--- config.mk ---
export PLATFORM = sky130hd
export DESIGN_NAME = ext_bus_splitter
export DESIGN_NICKNAME = d
export VERILOG_FILES = /design/src/rtl/split_pkg.sv /design/src/rtl/split_decode.sv /design/src/rtl/split_seq.sv /design/src/rtl/split_lane.sv /design/src/rtl/split_gather.sv /design/src/rtl/ext_bus_splitter.sv
export SDC_FILE = /design/constraint.sdc
export NUM_CORES = 1
export LEC_CHECK = 0
export ABC_AREA = 0
export CAP_MARGIN = 20
export CORE_MARGIN = 3
export CORE_UTILIZATION = 40
export CTS_CLUSTER_DIAMETER = 150
export DETAILED_ROUTE_END_ITERATION = 8
export PLACE_DENSITY = 0.68
export SLEW_MARGIN = 10
export SYNTH_ARGS = -nofsm -noshare
export SYNTH_HDL_FRONTEND = slang
export SYNTH_HIERARCHICAL = 1
export SYNTH_SLANG_ARGS = --single-unit
export TNS_END_PERCENT = 30
--- constraint.sdc ---
create_clock -name clk -period 3.8 [get_ports clk]
set_input_delay 0.76 -clock clk [delete_from_list [all_inputs] [get_ports clk]]
set_output_delay 0.76 -clock clk [all_outputs]
set_load 0.01 [all_outputs]
--- src/rtl/split_pkg.sv ---
package split_pkg;
  localparam int unsigned HOST_BYTES = 4;
  localparam int unsigned EXT_BYTES  = 2;
  localparam int unsigned HOST_DW    = HOST_BYTES * 8;
  localparam int unsigned EXT_DW     = EXT_BYTES * 8;
  localparam int unsigned BEAT_W     = $clog2(HOST_BYTES);

  typedef enum logic [1:0] {
    SZ_BYTE = 2'b00,
    SZ_WORD = 2'b01,
    SZ_LONG = 2'b10,
    SZ_RSVD = 2'b11
  } acc_size_e;

  typedef enum logic [1:0] {
    ST_IDLE  = 2'b00,
    ST_BEAT  = 2'b01,
    ST_DONE  = 2'b10,
    ST_FAULT = 2'b11
  } seq_state_e;
endpackage

--- src/rtl/split_decode.sv ---
module split_decode
  import split_pkg::*;
(
  input  logic [1:0]        size,
  input  logic [1:0]        addr_lo,
  input  logic              narrow,
  output logic              fault,
  output logic [BEAT_W-1:0] last_beat
);
  always_comb begin
    fault     = 1'b0;
    last_beat = '0;
    case (acc_size_e'(size))
      SZ_BYTE: begin
        last_beat = '0;
      end
      SZ_WORD: begin
        fault     = addr_lo[0];
        last_beat = narrow ? BEAT_W'(1) : BEAT_W'(0);
      end
      SZ_LONG: begin
        fault     = |addr_lo;
        last_beat = narrow ? BEAT_W'(3) : BEAT_W'(1);
      end
      default: begin
        fault = 1'b1;
      end
    endcase
  end
endmodule

--- src/rtl/split_seq.sv ---
module split_seq
  import split_pkg::*;
(
  input  logic              clk,
  input  logic              rst_n,
  input  logic              host_req,
  input  logic              host_fault,
  input  logic [BEAT_W-1:0] host_last,
  input  logic              ext_ack,
  output seq_state_e        state,
  output logic [BEAT_W-1:0] beat,
  output logic              capture_en,
  output logic              beat_ack
);
  seq_state_e        state_d;
  logic [BEAT_W-1:0] beat_d;
  logic [BEAT_W-1:0] last_q, last_d;
  logic              final_beat;

  assign capture_en = (state == ST_IDLE) && host_req;
  assign beat_ack   = (state == ST_BEAT) && ext_ack;
  assign final_beat = (beat == last_q);

  always_comb begin
    state_d = state;
    beat_d  = beat;
    last_d  = last_q;
    case (state)
      ST_IDLE: begin
        if (capture_en) begin
          state_d = host_fault ? ST_FAULT : ST_BEAT;
          beat_d  = '0;
          last_d  = host_last;
        end
      end
      ST_BEAT: begin
        if (beat_ack) begin
          if (final_beat) state_d = ST_DONE;
          else            beat_d  = beat + BEAT_W'(1);
        end
      end
      default: state_d = ST_IDLE;
    endcase
  end

  always_ff @(posedge clk or negedge rst_n) begin
    if (!rst_n) begin
      state  <= ST_IDLE;
      beat   <= '0;
      last_q <= '0;
    end else begin
      state  <= state_d;
      beat   <= beat_d;
      last_q <= last_d;
    end
  end

  assert_beat_bound_R7: assert property (@(posedge clk) disable iff (!rst_n)
    (state == ST_BEAT) |-> (beat <= last_q));

  assert_wait_holds_R11: assert property (@(posedge clk) disable iff (!rst_n)
    (state == ST_BEAT && !ext_ack) |=> (state == ST_BEAT && $stable(beat)));

  assert_busy_ignores_R12: assert property (@(posedge clk) disable iff (!rst_n)
    (state == ST_BEAT && !ext_ack && host_req) |=> $stable(last_q));
endmodule

--- src/rtl/split_lane.sv ---
module split_lane
  import split_pkg::*;
(
  input  logic                narrow,
  input  logic [1:0]          size,
  input  logic                addr_odd,
  input  logic [BEAT_W-1:0]   beat,
  input  logic [HOST_DW-1:0]  wdata,
  input  logic [EXT_DW-1:0]   rd_bus,
  output logic [BEAT_W-1:0]   offset,
  output logic [1:0]          be_n,
  output logic [EXT_DW-1:0]   wbus,
  output logic [HOST_DW-1:0]  rd_bytes,
  output logic [HOST_BYTES-1:0] rd_mask
);
  logic [4:0] byte_sh;
  logic [4:0] half_sh;

  assign byte_sh = {beat, 3'b000};
  assign half_sh = {beat[0], 4'b0000};

  always_comb begin
    offset   = '0;
    be_n     = 2'b11;
    wbus     = '0;
    rd_bytes = '0;
    rd_mask  = '0;
    if (narrow) begin
      offset    = beat;
      be_n      = 2'b10;
      wbus[7:0] = 8'(wdata >> byte_sh);
      rd_bytes  = HOST_DW'(rd_bus[7:0]) << byte_sh;
      rd_mask   = HOST_BYTES'(1) << beat;
    end else if (acc_size_e'(size) == SZ_BYTE) begin
      rd_mask = HOST_BYTES'(1);
      if (addr_odd) begin
        be_n          = 2'b01;
        wbus[15:8]    = wdata[7:0];
        rd_bytes[7:0] = rd_bus[15:8];
      end else begin
        be_n          = 2'b10;
        wbus[7:0]     = wdata[7:0];
        rd_bytes[7:0] = rd_bus[7:0];
      end
    end else begin
      offset   = {beat[0], 1'b0};
      be_n     = 2'b00;
      wbus     = EXT_DW'(wdata >> half_sh);
      rd_bytes = HOST_DW'(rd_bus) << half_sh;
      rd_mask  = HOST_BYTES'(3) << {beat[0], 1'b0};
    end
  end
endmodule

--- src/rtl/split_gather.sv ---
module split_gather
  import split_pkg::*;
(
  input  logic                  clk,
  input  logic                  rst_n,
  input  logic                  clear,
  input  logic                  load,
  input  logic [HOST_BYTES-1:0] mask,
  input  logic [HOST_DW-1:0]    bytes_in,
  output logic [HOST_DW-1:0]    result
);
  for (genvar i = 0; i < HOST_BYTES; i++) begin : g_byte
    logic [7:0] q, d;
    always_comb begin
      d = q;
      if (clear)                d = '0;
      else if (load && mask[i]) d = bytes_in[i*8 +: 8];
    end
    always_ff @(posedge clk or negedge rst_n) begin
      if (!rst_n) q <= '0;
      else        q <= d;
    end
    assign result[i*8 +: 8] = q;
  end

  assert_load_has_lane_R9: assert property (@(posedge clk) disable iff (!rst_n)
    load |-> (mask != '0));

  assert_clear_zeroes_R9: assert property (@(posedge clk) disable iff (!rst_n)
    clear |=> (result == '0));
endmodule

--- src/rtl/ext_bus_splitter.sv ---
module ext_bus_splitter
  import split_pkg::*;
#(
  parameter int unsigned ADDR_W = 32
) (
  input  logic              clk,
  input  logic              rst_n,
  input  logic              cfg_narrow,
  input  logic              host_req,
  input  logic [ADDR_W-1:0] host_addr,
  input  logic [1:0]        host_size,
  input  logic              host_wr,
  input  logic [31:0]       host_wdata,
  output logic              host_busy,
  output logic [31:0]       host_rdata,
  output logic              host_done,
  output logic              host_err,
  output logic              ext_req,
  output logic [ADDR_W-1:0] ext_addr,
  output logic              ext_wr,
  output logic [15:0]       ext_wdata,
  output logic [1:0]        ext_be_n,
  input  logic [15:0]       ext_rdata,
  input  logic              ext_ack
);
  logic [1:0] rst_pipe;
  logic       rst_int_n;

  always_ff @(posedge clk or negedge rst_n) begin
    if (!rst_n) rst_pipe <= '0;
    else        rst_pipe <= {rst_pipe[0], 1'b1};
  end
  assign rst_int_n = rst_pipe[1];

  logic              dec_fault;
  logic [BEAT_W-1:0] dec_last;

  split_decode u_decode (
    .size      (host_size),
    .addr_lo   (host_addr[1:0]),
    .narrow    (cfg_narrow),
    .fault     (dec_fault),
    .last_beat (dec_last)
  );

  seq_state_e        state;
  logic [BEAT_W-1:0] beat;
  logic              capture_en;
  logic              beat_ack;

  split_seq u_seq (
    .clk        (clk),
    .rst_n      (rst_int_n),
    .host_req   (host_req),
    .host_fault (dec_fault),
    .host_last  (dec_last),
    .ext_ack    (ext_ack),
    .state      (state),
    .beat       (beat),
    .capture_en (capture_en),
    .beat_ack   (beat_ack)
  );

  logic [ADDR_W-1:0]  addr_q, addr_d;
  logic [1:0]         size_q, size_d;
  logic               wr_q, wr_d;
  logic               narrow_q, narrow_d;
  logic [HOST_DW-1:0] wdata_q, wdata_d;

  always_comb begin
    addr_d   = addr_q;
    size_d   = size_q;
    wr_d     = wr_q;
    narrow_d = narrow_q;
    wdata_d  = wdata_q;
    if (capture_en) begin
      addr_d   = host_addr;
      size_d   = host_size;
      wr_d     = host_wr;
      narrow_d = cfg_narrow;
      wdata_d  = host_wdata;
    end
  end

  always_ff @(posedge clk or negedge rst_int_n) begin
    if (!rst_int_n) begin
      addr_q   <= '0;
      size_q   <= '0;
      wr_q     <= 1'b0;
      narrow_q <= 1'b0;
      wdata_q  <= '0;
    end else begin
      addr_q   <= addr_d;
      size_q   <= size_d;
      wr_q     <= wr_d;
      narrow_q <= narrow_d;
      wdata_q  <= wdata_d;
    end
  end

  logic [BEAT_W-1:0]     lane_off;
  logic [1:0]            lane_be_n;
  logic [EXT_DW-1:0]     lane_wbus;
  logic [HOST_DW-1:0]    lane_rbytes;
  logic [HOST_BYTES-1:0] lane_rmask;

  split_lane u_lane (
    .narrow   (narrow_q),
    .size     (size_q),
    .addr_odd (addr_q[0]),
    .beat     (beat),
    .wdata    (wdata_q),
    .rd_bus   (ext_rdata),
    .offset   (lane_off),
    .be_n     (lane_be_n),
    .wbus     (lane_wbus),
    .rd_bytes (lane_rbytes),
    .rd_mask  (lane_rmask)
  );

  split_gather u_gather (
    .clk      (clk),
    .rst_n    (rst_int_n),
    .clear    (capture_en),
    .load     (beat_ack && !wr_q),
    .mask     (lane_rmask),
    .bytes_in (lane_rbytes),
    .result   (host_rdata)
  );

  assign ext_req   = (state == ST_BEAT);
  assign ext_addr  = addr_q + ADDR_W'(lane_off);
  assign ext_wr    = ext_req && wr_q;
  assign ext_wdata = (ext_req && wr_q) ? lane_wbus : '0;
  assign ext_be_n  = ext_req ? lane_be_n : 2'b11;
  assign host_busy = (state != ST_IDLE);
  assign host_done = (state == ST_DONE);
  assign host_err  = (state == ST_FAULT);

  assert_hold_beat_R11: assert property (@(posedge clk) disable iff (!rst_int_n)
    (ext_req && !ext_ack) |=> (ext_req && $stable(ext_addr) && $stable(ext_be_n)
                               && $stable(ext_wdata) && $stable(ext_wr)));

  assert_narrow_lane_R5: assert property (@(posedge clk) disable iff (!rst_int_n)
    (ext_req && narrow_q) |-> (ext_be_n == 2'b10 && ext_wdata[15:8] == 8'h00));

  assert_single_strobe_R2: assert property (@(posedge clk) disable iff (!rst_int_n)
    (ext_req && !narrow_q && size_q == 2'b00) |-> ($countones(ext_be_n) == 1));

  assert_no_misaligned_beat_R13: assert property (@(posedge clk) disable iff (!rst_int_n)
    ext_req |-> !((size_q == 2'b01 && addr_q[0]) || (size_q == 2'b10 && addr_q[1:0] != 2'b00)
                  || size_q == 2'b11));

  assert_err_no_beat_R13: assert property (@(posedge clk) disable iff (!rst_int_n)
    host_err |-> (!ext_req && $past(host_req && !host_busy)));

  assert_done_after_ack_R10: assert property (@(posedge clk) disable iff (!rst_int_n)
    host_done |-> $past(ext_req && ext_ack));

  assert_done_pulse_R10: assert property (@(posedge clk) disable iff (!rst_int_n)
    host_done |=> !host_done);
endmodule

==> results.cfg <==
[placed_design]
placed_area_um2 = 8376
portBuffers = 174
place.detailed.hpwl_um = 12480
gp_congestion = 0.8172

[logic_synthesis]
synth.area.top_cells = dfrtp_1, mux2_2, a21bo_1
async_reset_ff_share_pct = 100.0
synth_nets = 689
synth_compound_area_share_pct = 16.33
synth-edff-count = 0
synth.area.mux_share_pct = 16.56
synth_top_area_share_pct = 41.73
postSynthCellCount = 595
synth.most_common_cell = dfrtp_1
ys.flop_type = dfrtp_1
synth_cell_types = 60
yosys.area_share.simple_pct = 14.35
yosysSeqAreaShare_pct = 41.73
yosys_warnings = 6
avgSynthCellArea_um2 = 10.88
synth_top_family_by_area = multiplexers
ys_ff_latch = 108
synth-xor-area-share_pct = 4.328
synth_fa_ha_area_share_pct = 1.275
yosysTopAreaCell = dfrtp_1
netlist_area_um2 = 6476
ys_top_cells_by_count = dfrtp_1, mux2_2, nand3_1

[timing]
skew_ns = 0.008720
relSlewSlack_pct = 33.85
setup-tns-final_ns = 0
post-route-min-period_ns = 3.657
slew_violations = 0
post-route-period-util_pct = 96.24
setup_viol = 0
hold_viol = 0
clock.fmax_mhz = 273.4
tightest_slew_ns = 0.9886
rsz0062_at_grt = yes

[critical_path]
crit_family = simple AND/OR/NAND/NOR gates
cp-end-kind = output pin
crit_fanout = 8
max_stage_delay_ns = 0.44
slowest_stage = fa_1
critPathRequiredTime_ns = 3.04
crit-reg2reg-launch = u_seq/beat[0]
critPathBufInv = 4
startpoint = narrow_q
cp_cell_sequence = nor2_1 -> or2_2 -> inv_1 -> fa_1 -> nand4b_1 -> buf_4 -> nor4_4 -> buf_6 -> nand4_1 -> xnor2_1 -> clkbuf_2
crit_type = register to output pin
critPathArrivalTime_ns = 2.90
crit_path_start_kind = register

[routing]
drt_iter0_markers = 354
via_per_inst = 5.471
num_vias = 5362
wl_per_cell_um = 18.39
drt-pass1-iter-count = 5
ant_nets = 0
drt-total-wl_um = 18030
drc = 0

[clock_network]
htree_levels = 3
cts_buffer_depth = 2
holdBufCountCts = 0
cts_root_buf = clkbuf_16
cts_tree = done
cts_buffers = 9
insertion_delay_ns = 0.36
clkTransAtPathRegs_ns = 0.07
cts_sinks = 108

[finish]
area_delta_synth_final_pct = 34.72
fill_cells = 1342
final_util_pct = 56.14
final_area_um2 = 8725
antenna_cells = 0
final_nets = 858
drive_gt1_share_pct = 21.46

[status]
status = completed

[pwr]
power_leakage_nw = 3.689
peakVddDrop_v = 0.0003850
powerDensity_nw_per_um2 = 743.9

[global_routing]
grt_pass1_wl_um = 28890
grtUsageTotal_pct = 20.10
grt_pass1_vias = 5459
antenna_found_initial = 1
grt_overflow = 0
grt_max_degree = 107

[die]
core_area_um2 = 15540
die_h_um = 133.2
die_x_um = 133.2
io_pins = 175
initial_core_util_pct = 41.67
die_area_um2 = 17750
rows = 45

[run]
drv_cap = 0

[hold_path]
hp-start = rst_pipe[0]
hold_class = register to register
-- timing repair --
action,in CTS,in global routing
setup buffers,1,5
gates cloned,0,1
endpoints found under the setup margin,23,18
pin swaps,1,2
gates resized for setup,21,33
-- layer usage --
| layer | share of wire, % | GRT usage (%) | wire (µm) |
|---|---|---|---|
| met5 | 0.061 | 0 | 11 |
| met4 | 1.7 | 6.114 | 300 |
| met3 | 10 | 7.628 | 1808 |
| met2 | 48 | 32.90 | 8691 |
| met1 | 40 | 24.77 | 7213 |
-- where the power goes --
| group | internal [mW] | total (mW) | switching (mW) |
|---|---|---|---|
| Sequential | 1.61 | 2.16 | 0.545 |
| Combinational | 1.83 | 3.46 | 1.63 |
| Clock | 0.446 | 0.871 | 0.425 |
-- metrics by stage --
step / instances / hold WS (ns) / power (mW) / setup WS, ns
6_report: 980 / 0.3621 / 6.490 / 0.1429
5_1_grt: 980 / 0.3913 / 6.954 / -0.07922
4_1_cts: 973 / 0.3668 / 6.543 / -0.09909
3_5_place_dp: 956 / 0.3378 / 5.687 / 0.1489
3_3_place_gp: 955 / 0.3400 / 5.584 / 0.2428
2_1_floorplan: 595 / 0.3312 / 4.372 / 0.3103
-- kinds of logic after synthesis --
family                   count (synthesis)
buffers and inverters                   59
multiplexers                            98
XOR/XNOR                                32
AO/OA/AOI/OAI                          135
adder cells (fa/ha/maj)                  6
flip-flops                             108
AND/OR/NAND/NOR                        156
other                                    1
-- path summary, 6_finish.rpt --
path / to / slack (ns) / cells after the start
worst max-delay path: ext_addr[20] / 0.14 / 11
worst min-delay path: rst_pipe[1] / 0.36 / 0
worst max register to register: u_gather/g_byte[0].q[2] / 1.53 / 5
worst min register to register: rst_pipe[1] / 0.36 / 0
max in group asynchronous: addr_q[15] / 2.68 / 1
min in group asynchronous: u_gather/g_byte[1].q[1] / 0.37 / 0
-- layout by cell type (no fill, tap or decap), types with 4 or more instances in the layout --
| master | n |
|---|---|
| inv_1 | 14 |
| xnor2_1 | 22 |
| nand2b_1 | 4 |
| a21bo_2 | 7 |
| xor2_1 | 7 |
| a21bo_1 | 25 |
| dfrtp_1 | 106 |
| a21oi_2 | 7 |
| and2_1 | 14 |
| a21oi_1 | 29 |
| nand2_1 | 24 |
| ha_1 | 5 |
| o22ai_1 | 8 |
| o21ai_0 | 13 |
| clkbuf_2 | 9 |
| and3_1 | 19 |
| nand3_1 | 38 |
| nand4_1 | 12 |
| mux2i_1 | 25 |
| a221o_1 | 9 |
| nor2_1 | 13 |
| clkbuf_16 | 9 |
| dlygate4sd2_1 | 7 |
| a22o_1 | 24 |
| buf_4 | 26 |
| mux2_2 | 73 |
| clkdlybuf4s50_1 | 150 |
| dlymetal6s2s_1 | 8 |
-- layout make-up --
cell class              count  area (µm²)  share of cell area (%)
clock buffers              12       236.5                   2.710
clock inverters             4       26.28                  0.3012
inverters                  14       52.55                  0.6023
multi-input cells         428        3483                   39.93
flip-flops and latches    108        2708                   31.03
well taps                 211       264.0                   3.026
repair buffers            203        1954                   22.40
-- sequential cells by signal (all words and copies together) (netlist names) --
register and count:
u_seq/beat 2, u_seq/last_q 2, narrow_q 1, u_seq/state 2, rst_pipe 2, addr_q 32, wdata_q 32, wr_q 1
u_gather/g_byte.q 32, size_q 2
Note: power is estimated with default switching activity, not from simulation.
